[src/rtl/pbl_pkg.sv]
package pbl_pkg;
  typedef enum logic {
    MODE_PACKED   = 1'b0,
    MODE_UNSIGNED = 1'b1
  } pbl_mode_e;
endpackage

[src/rtl/pbl_byte_sel.sv]
module pbl_byte_sel #(
  parameter int LANE      = 0,
  parameter int BYTE_W    = 8,
  parameter int WIN_BYTES = 16,
  localparam int IDX_W    = $clog2(WIN_BYTES)
) (
  input  logic [IDX_W-1:0]            base_i,
  input  logic [IDX_W-1:0]            elem_i,
  input  logic [WIN_BYTES*BYTE_W-1:0] line_i,
  output logic [BYTE_W-1:0]           byte_o
);
  logic [IDX_W-1:0] idx;

  // rotation wraps naturally in IDX_W bits
  always_comb begin
    idx    = base_i + IDX_W'(LANE) - elem_i;
    byte_o = line_i[idx*BYTE_W +: BYTE_W];
  end
endmodule

[src/rtl/pbl_lane_place.sv]
module pbl_lane_place
  import pbl_pkg::*;
#(
  parameter int BYTE_W = 8,
  parameter int LANE_W = 16
) (
  input  logic [BYTE_W-1:0] byte_i,
  input  pbl_mode_e         mode_i,
  output logic [LANE_W-1:0] lane_o
);
  localparam int PK_LSB = LANE_W - BYTE_W;
  localparam int US_LSB = LANE_W - BYTE_W - 1;

  always_comb begin
    lane_o = '0;
    if (mode_i == MODE_UNSIGNED) lane_o[US_LSB +: BYTE_W] = byte_i;
    else                         lane_o[PK_LSB +: BYTE_W] = byte_i;
  end
endmodule

[src/rtl/pbyte_lane_loader.sv]
module pbyte_lane_loader
  import pbl_pkg::*;
#(
  parameter int ADDR_W    = 32,
  parameter int LANES     = 8,
  parameter int LANE_W    = 16,
  parameter int BYTE_W    = 8,
  parameter int WIN_BYTES = 16,
  localparam int IDX_W    = $clog2(WIN_BYTES),
  localparam int ALIGN_W  = $clog2(LANES),
  localparam int LINE_W   = WIN_BYTES * BYTE_W,
  localparam int VEC_W    = LANES * LANE_W
) (
  input  logic              clk_i,
  input  logic              rst_ni,
  input  logic              req_valid_i,
  input  logic [ADDR_W-1:0] addr_i,
  input  logic [IDX_W-1:0]  elem_i,
  input  logic              mode_i,
  output logic [ADDR_W-1:0] line_addr_o,
  input  logic [LINE_W-1:0] mem_line_i,
  output logic              done_o,
  output logic [VEC_W-1:0]  result_o
);
  logic [IDX_W-1:0] base;
  logic [VEC_W-1:0] vec_nxt;
  pbl_mode_e        mode;

  assign mode        = pbl_mode_e'(mode_i);
  assign line_addr_o = {addr_i[ADDR_W-1:IDX_W], {IDX_W{1'b0}}};
  // sub-alignment bits dropped
  assign base        = {addr_i[IDX_W-1:ALIGN_W], {ALIGN_W{1'b0}}};

  for (genvar g = 0; g < LANES; g++) begin : g_lane
    logic [BYTE_W-1:0] sel_byte;

    pbl_byte_sel #(
      .LANE      (g),
      .BYTE_W    (BYTE_W),
      .WIN_BYTES (WIN_BYTES)
    ) u_sel (
      .base_i (base),
      .elem_i (elem_i),
      .line_i (mem_line_i),
      .byte_o (sel_byte)
    );

    pbl_lane_place #(
      .BYTE_W (BYTE_W),
      .LANE_W (LANE_W)
    ) u_place (
      .byte_i (sel_byte),
      .mode_i (mode),
      .lane_o (vec_nxt[g*LANE_W +: LANE_W])
    );
  end

  always_ff @(posedge clk_i or negedge rst_ni) begin
    if (!rst_ni) begin
      result_o <= '0;
      done_o   <= 1'b0;
    end else begin
      done_o <= req_valid_i;
      if (req_valid_i) result_o <= vec_nxt;
    end
  end
endmodule

[config.mk]
export PLATFORM = sky130hd
export DESIGN_NAME = pbyte_lane_loader
export DESIGN_NICKNAME = d
export VERILOG_FILES = /design/src/rtl/pbl_pkg.sv /design/src/rtl/pbl_byte_sel.sv /design/src/rtl/pbl_lane_place.sv /design/src/rtl/pbyte_lane_loader.sv
export SDC_FILE = /design/constraint.sdc
export NUM_CORES = 1
export LEC_CHECK = 0
export ABC_CLOCK_PERIOD_IN_PS = 1050
export BUFFER_PORTS_ARGS = -buffer_cell sky130_fd_sc_hd__buf_4
export CAP_MARGIN = 5
export CELL_PAD_IN_SITES_DETAIL_PLACEMENT = 1
export CELL_PAD_IN_SITES_GLOBAL_PLACEMENT = 1
export CORE_UTILIZATION = 40
export CTS_BUF_LIST = sky130_fd_sc_hd__clkbuf_2
export DETAILED_ROUTE_END_ITERATION = 8
export GPL_ROUTABILITY_DRIVEN = 0
export PLACE_DENSITY = 0.81
export SYNTH_ARGS = -nofsm -noshare
export SYNTH_HDL_FRONTEND = slang
export SYNTH_SLANG_ARGS = --single-unit
[constraint.sdc]
create_clock -name clk_i -period 1.05 [get_ports clk_i]
set_input_delay 0.1575 -clock clk_i [delete_from_list [all_inputs] [get_ports clk_i]]
set_output_delay 0.1575 -clock clk_i [all_outputs]
set_load 0.01 [all_outputs]
==> Word-level counts from Yosys, hierarchy flattened <==
Index checks and enable logic that the tools add are counted.
{ "word_totals": {"register_bits": 73, "latchBits": 0, "mem_bits_rw": 0, "mem_bits_ro": 0, "inputBits": 168, "word_cells": 49, "mem_count": 0} }
{ "op_classes": {"add_sub_neg": 15, "mul": 0, "n_div": 0, "order_cmp": 0, "n_eq_ne": 0, "shifts": 8, "mux": 24, "bitwise": 0, "reduce_logical": 0} }
{ "ops": {"columns": ["op", "count"], "rows": [
  ["variable part select 128 x 8 -> 8 bit", 8],
  ["two-way mux 7 bit", 8],
  ["subtractor 4 bit", 8],
  ["adder 4 x 3 -> 4 bit (second input constant)", 4],
  ["two-way mux 1 bit", 16],
  ["adder 4 x 2 -> 4 bit (second input constant)", 2],
  ["adder 4 x 1 -> 4 bit (second input constant)", 1]
]} }

==> Logic depth before layout (Yosys ltp) <==
{ "depth": {"ltp_word": 4, "mapped_depth": 13} }

==> Hierarchy <==
Synthesis repeated with hierarchy kept, for this count alone.
{ "unflattened": {"cells_unflattened": 1133, "hier_area_um2": 15887.7} }
{ "by_module_without_submodules": {"columns": ["mod", "instances", "cells_each", "area_each_um2", "seq_area_each_um2"], "rows": [
  ["pbyte_lane_loader", 1, 304, 5091.1, 3228.1],
  ["pbl_byte_sel (g_lane[1].u_sel ...)", 4, 79, 1142.3, 0.0],
  ["pbl_byte_sel (g_lane[3].u_sel ...)", 2, 78, 1138.6, 0.0],
  ["pbl_lane_place", 8, 18, 188.9, 0.0],
  ["pbl_byte_sel (g_lane[0].u_sel)", 1, 133, 1292.5, 0.0],
  ["pbl_byte_sel (g_lane[2].u_sel)", 1, 80, 1146.1, 0.0]
]} }

==> Worst setup path before layout <==
No wires, ideal clock.
{ "synth_path": {"path_type": "input -> register", "start": "input elem_i[1]", "end": "register result_o[14]", "setup_ps": 135, "t_arrival_ps": 2866, "setup_slack_ps": -1951, "cell_stages": 12, "n_path_buf": 6, "cell_sequence": "buf_2 > buf_2 > buf_2 > inv_1 > ha_1 > buf_2 > buf_2 > buf_2 > mux4_2 > mux2_2 > o2111ai_1 > o21ai_0"} }
{ "synth_between": {"elab_chain_cells": 3} }
{ "synth_lines": {"columns": ["item", "line", "text"], "rows": [
  ["start, declared", "pbyte_lane_loader.sv:18", "input logic [IDX_W-1:0] elem_i,"],
  ["subtractor 4 bit", "pbl_byte_sel.sv:16", "idx = base_i + IDX_W'(LANE) - elem_i;"],
  ["variable part select 128 x 8 -> 8 bit", "pbl_byte_sel.sv:17", "byte_o = line_i[idx*BYTE_W +: BYTE_W];"],
  ["two-way mux 7 bit", "pbl_lane_place.sv:16", "if (mode_i == MODE_UNSIGNED) lane_o[US_LSB +: BYTE_W] = byte_i;"],
  ["end signal, assigned", "pbyte_lane_loader.sv:64", "if (req_valid_i) result_o <= vec_nxt;"],
  ["end, declared", "pbyte_lane_loader.sv:23", "output logic [VEC_W-1:0] result_o"]
]} }
No other way between the ends.
A chain may end at the register's enable or synchronous reset.

==> Worst setup path in the final report <==
{ "layout_path": {"start": "input elem_i[0]", "end": "register result_o[28]"} }
Same word-level chain as after synthesis.

==> results.md <==
- Outcome: complete, but fails checks
- Failing checks: negative setup slack
- Synth top area share: between 30% and 40%
- Via count: roughly 11000
- Total Routed Length: 57980 µm
- Overflow left after global routing: 0
- Pleak: between 6 and 7 nW
- Setup CP Type: in -> reg
- Port buffer count: 209
- EDFF count, synth: 0
- Die area: around 23000 µm²
- Longest Clk Path Bufs: 2
- Worst setup EP type: flip-flop
- Cell Pwr Density: 1267 nW/µm²
- Grt met1 use: about half
- CTS H-tree depth: 3
- IR drop worst, VDD: 0.0006619 V
- Clk slew on worst S/H paths: between 0.2 and 0.3 ns
- Pwr Total: 0.01862 W
- Worst-Margin Slew: 0.5972 ns
- Largest net degree at the start of global routing: 39
- GR Layer Usage met2: between 60% and 70%
- TritonCTS Buffers: 9
- Hpwl dp: slightly above 30000 µm
- Worst Path Required: 1.59 ns
- Drt pass-1 iters: 6
- Top-Level Pins: between 300 and 400
- Synth-to-layout area growth: 61.43%
- Yosys reg bits: between 70 and 80
- Skew final: 0 ns
- CTS Root Cell: clkbuf_2
- Die Height: approximately 150 µm
- Hold Vio Cnt, Final: 0
- Most frequent cells in the layout: buf_4 (332), mux4_2 (144), buf_6 (107)
- Synthesized area: 9105 µm²
- Post-synthesis cell count: 777
- RSZ-0062 raised after global routing: true
- Max Cap Viol: 0
- WHS: about 0.083 ns
- Crit-path cells: buf_12 -> buf_16 -> buf_6 -> buf_12 -> mux4_2 -> mux4_2 -> mux2i_1 -> a21oi_1
- WL/cell: approximately 40 µm
- Clk sink count: 73
- Drt via density: 7.348
- # rows: 54
- Critical-path top delay cell: mux4_2
- Gr usage total: between 40% and 50%
- Top FF cell, synth: dfrtp_1
- Floorplan die width: 152.9 µm
- Sequential area share after synthesis: 20.06%
- Slew margin rel.: between 50% and 60%
- Layout net count: roughly 1400
- Synth warn: 0
- Synth top area cells: mux4_2 (32%), dfrtp_1 (20%), mux2i_1 (11%), buf_4 (7.7%), mux4_1 (4.6%)
- Commonest non-fill, non-tap cell in the layout: buf_4
- Floorplan Core Area: 22090 µm²
- Filler cells: between 2000 and 2500
- Slew Limit Fails: 0
- Distinct cells, synth: 36
- CTS tree: built
- Clk_lat worst skew: between 0.7 and 0.8 ns
- Initial antenna violation count: 1
- Met3 usage: around a tenth
- Number of global-route vias before repair: roughly 10000
- Hold depth: 4
- Finish-stage setup viols: 145
- Drt first-iter violations: roughly 1500
- Reg2Reg Depth: 3
- GR peak layer: met2
- Worst setup margin: -0.8343 ns
- Final ANT Viol Nets: 0
- CP max stage delay: between 0.5 and 0.6 ns
- CP Launch Type: input port
- Period minus WS final: between 1.5 and 2 ns
- CP max FO: 7
- Largest area contributor in the netlist: mux4_2
- Hold WC Path Type: in -> reg
- Final period util: 179.5%
- Asr flop ratio synth: 100.0%
- DRC Markers: 0
- Initial Util: 41.21%
- Worst path arrival time: 2.43 ns
- Highest Clock Rate: between 0.5 and 0.6 GHz
- First-pass GRT wire length: slightly above 70000 µm
- Layout cells sized above 1: 70.33%
- Synthesized area per cell: about 12 µm²
-- synthesized netlist by cell type, types with 7 or more instances --
cell and n:
nand3_1 22, a22oi_1 50, mux2i_1 100, ha_1 8
clkbuf_1 27, dfrtp_1 73, mux4_1 16, nor2b_1 8
nand2b_1 15, inv_1 41, buf_2 27, a31o_2 8
o22ai_1 13, mux2_2 24, buf_4 93, buf_1 7
o21ai_0 23, a21oi_1 25, nor2_1 27, mux4_2 128
o221ai_1 14
-- path summary, 6_finish.rpt --
path / start / end / slack [ns]
min: elem_i[2] / result_o[119] / 0.08
max reg2reg: result_o[105] / result_o[105] / -0.01
max in group asynchronous: rst_ni / result_o[110] / 0.09
min in group asynchronous: rst_ni / result_o[56] / 0.44
max: elem_i[0] / result_o[28] / -0.83
min reg2reg: result_o[125] / result_o[125] / 0.55
-- worst max-delay path: cells and delay by family --
kind / cells / cell delay [ns]
buffers and inverters: 4 / 0.47
multiplexers: 3 / 1.58
AO/OA/AOI/OAI: 1 / 0.19
-- layer usage --
layer | share of wire [%] | up-vias
met4 | 11 | 0
met1 | 31 | 5270
met2 | 44 | 1345
li1 | - | 3756
met5 | 0 | -
met3 | 14 | 460
-- stage by stage --
stage               instances  util [%]  instance area, µm²  worst slack (ns)  setup TNS, ns
floorplan                 836         -                9638            -1.231         -65.57
global placement         1311     52.94               11700            -1.260         -75.63
detailed placement       1311     52.94               11700            -1.408         -81.13
CTS                      1420     62.53               13810           -0.4385         -47.61
global route             1474     66.53               14700           -0.8320         -60.51
finish                   1474     66.53               14700           -0.8343         -59.19
-- report_power, final --
part / leakage, nW / internal, W / switching (W) / total [W]
clock: 0.0833 / 0.000787 / 0.00146 / 0.00225
combinational: 5.38 / 0.00617 / 0.00627 / 0.0124
sequential: 0.878 / 0.00335 / 0.000580 / 0.00393
-- cells by family after synthesis --
kind of cell               synth area share [%]
xor gates and xnor gates                  1.443
and+or+nand+nor                           4.631
muxes                                     50.24
other                                   0.04119
adders and majority gates                 1.099
buffers and inverters                     12.53
DFF                                       20.06
AOI/OAI and AO/OA                         9.949
-- sequential cells by signal (all words and copies together) (netlist names) --
register / count
done_o: 1
result_o: 72
-- layout make-up --
cell class | instances | area (µm²) | share of cell area (%)
Tap cell | 280 | 350.3 | 2.384
Sequential cell | 73 | 1829 | 12.45
Clock inverter | 6 | 82.58 | 0.5618
Inverter | 42 | 170.2 | 1.158
Timing Repair Buffer | 497 | 4813 | 32.75
Multi-Input combinational cell | 565 | 7400 | 50.34
Clock buffer | 10 | 50.05 | 0.3405
Antenna cell | 1 | 2.502 | 0.01703
-- repair_timing --
action | in CTS | in global routing
setup buffers | 81 | 54
endpoints found under the hold margin | 85 | 0
hold buffers | 5 | 0
pin swaps | 57 | 33
setup endpoints to repair | 145 | 145
gates resized for setup | 291 | 102
cloned | 9 | 3
No activity file was read; power rests on OpenSTA's default activity.
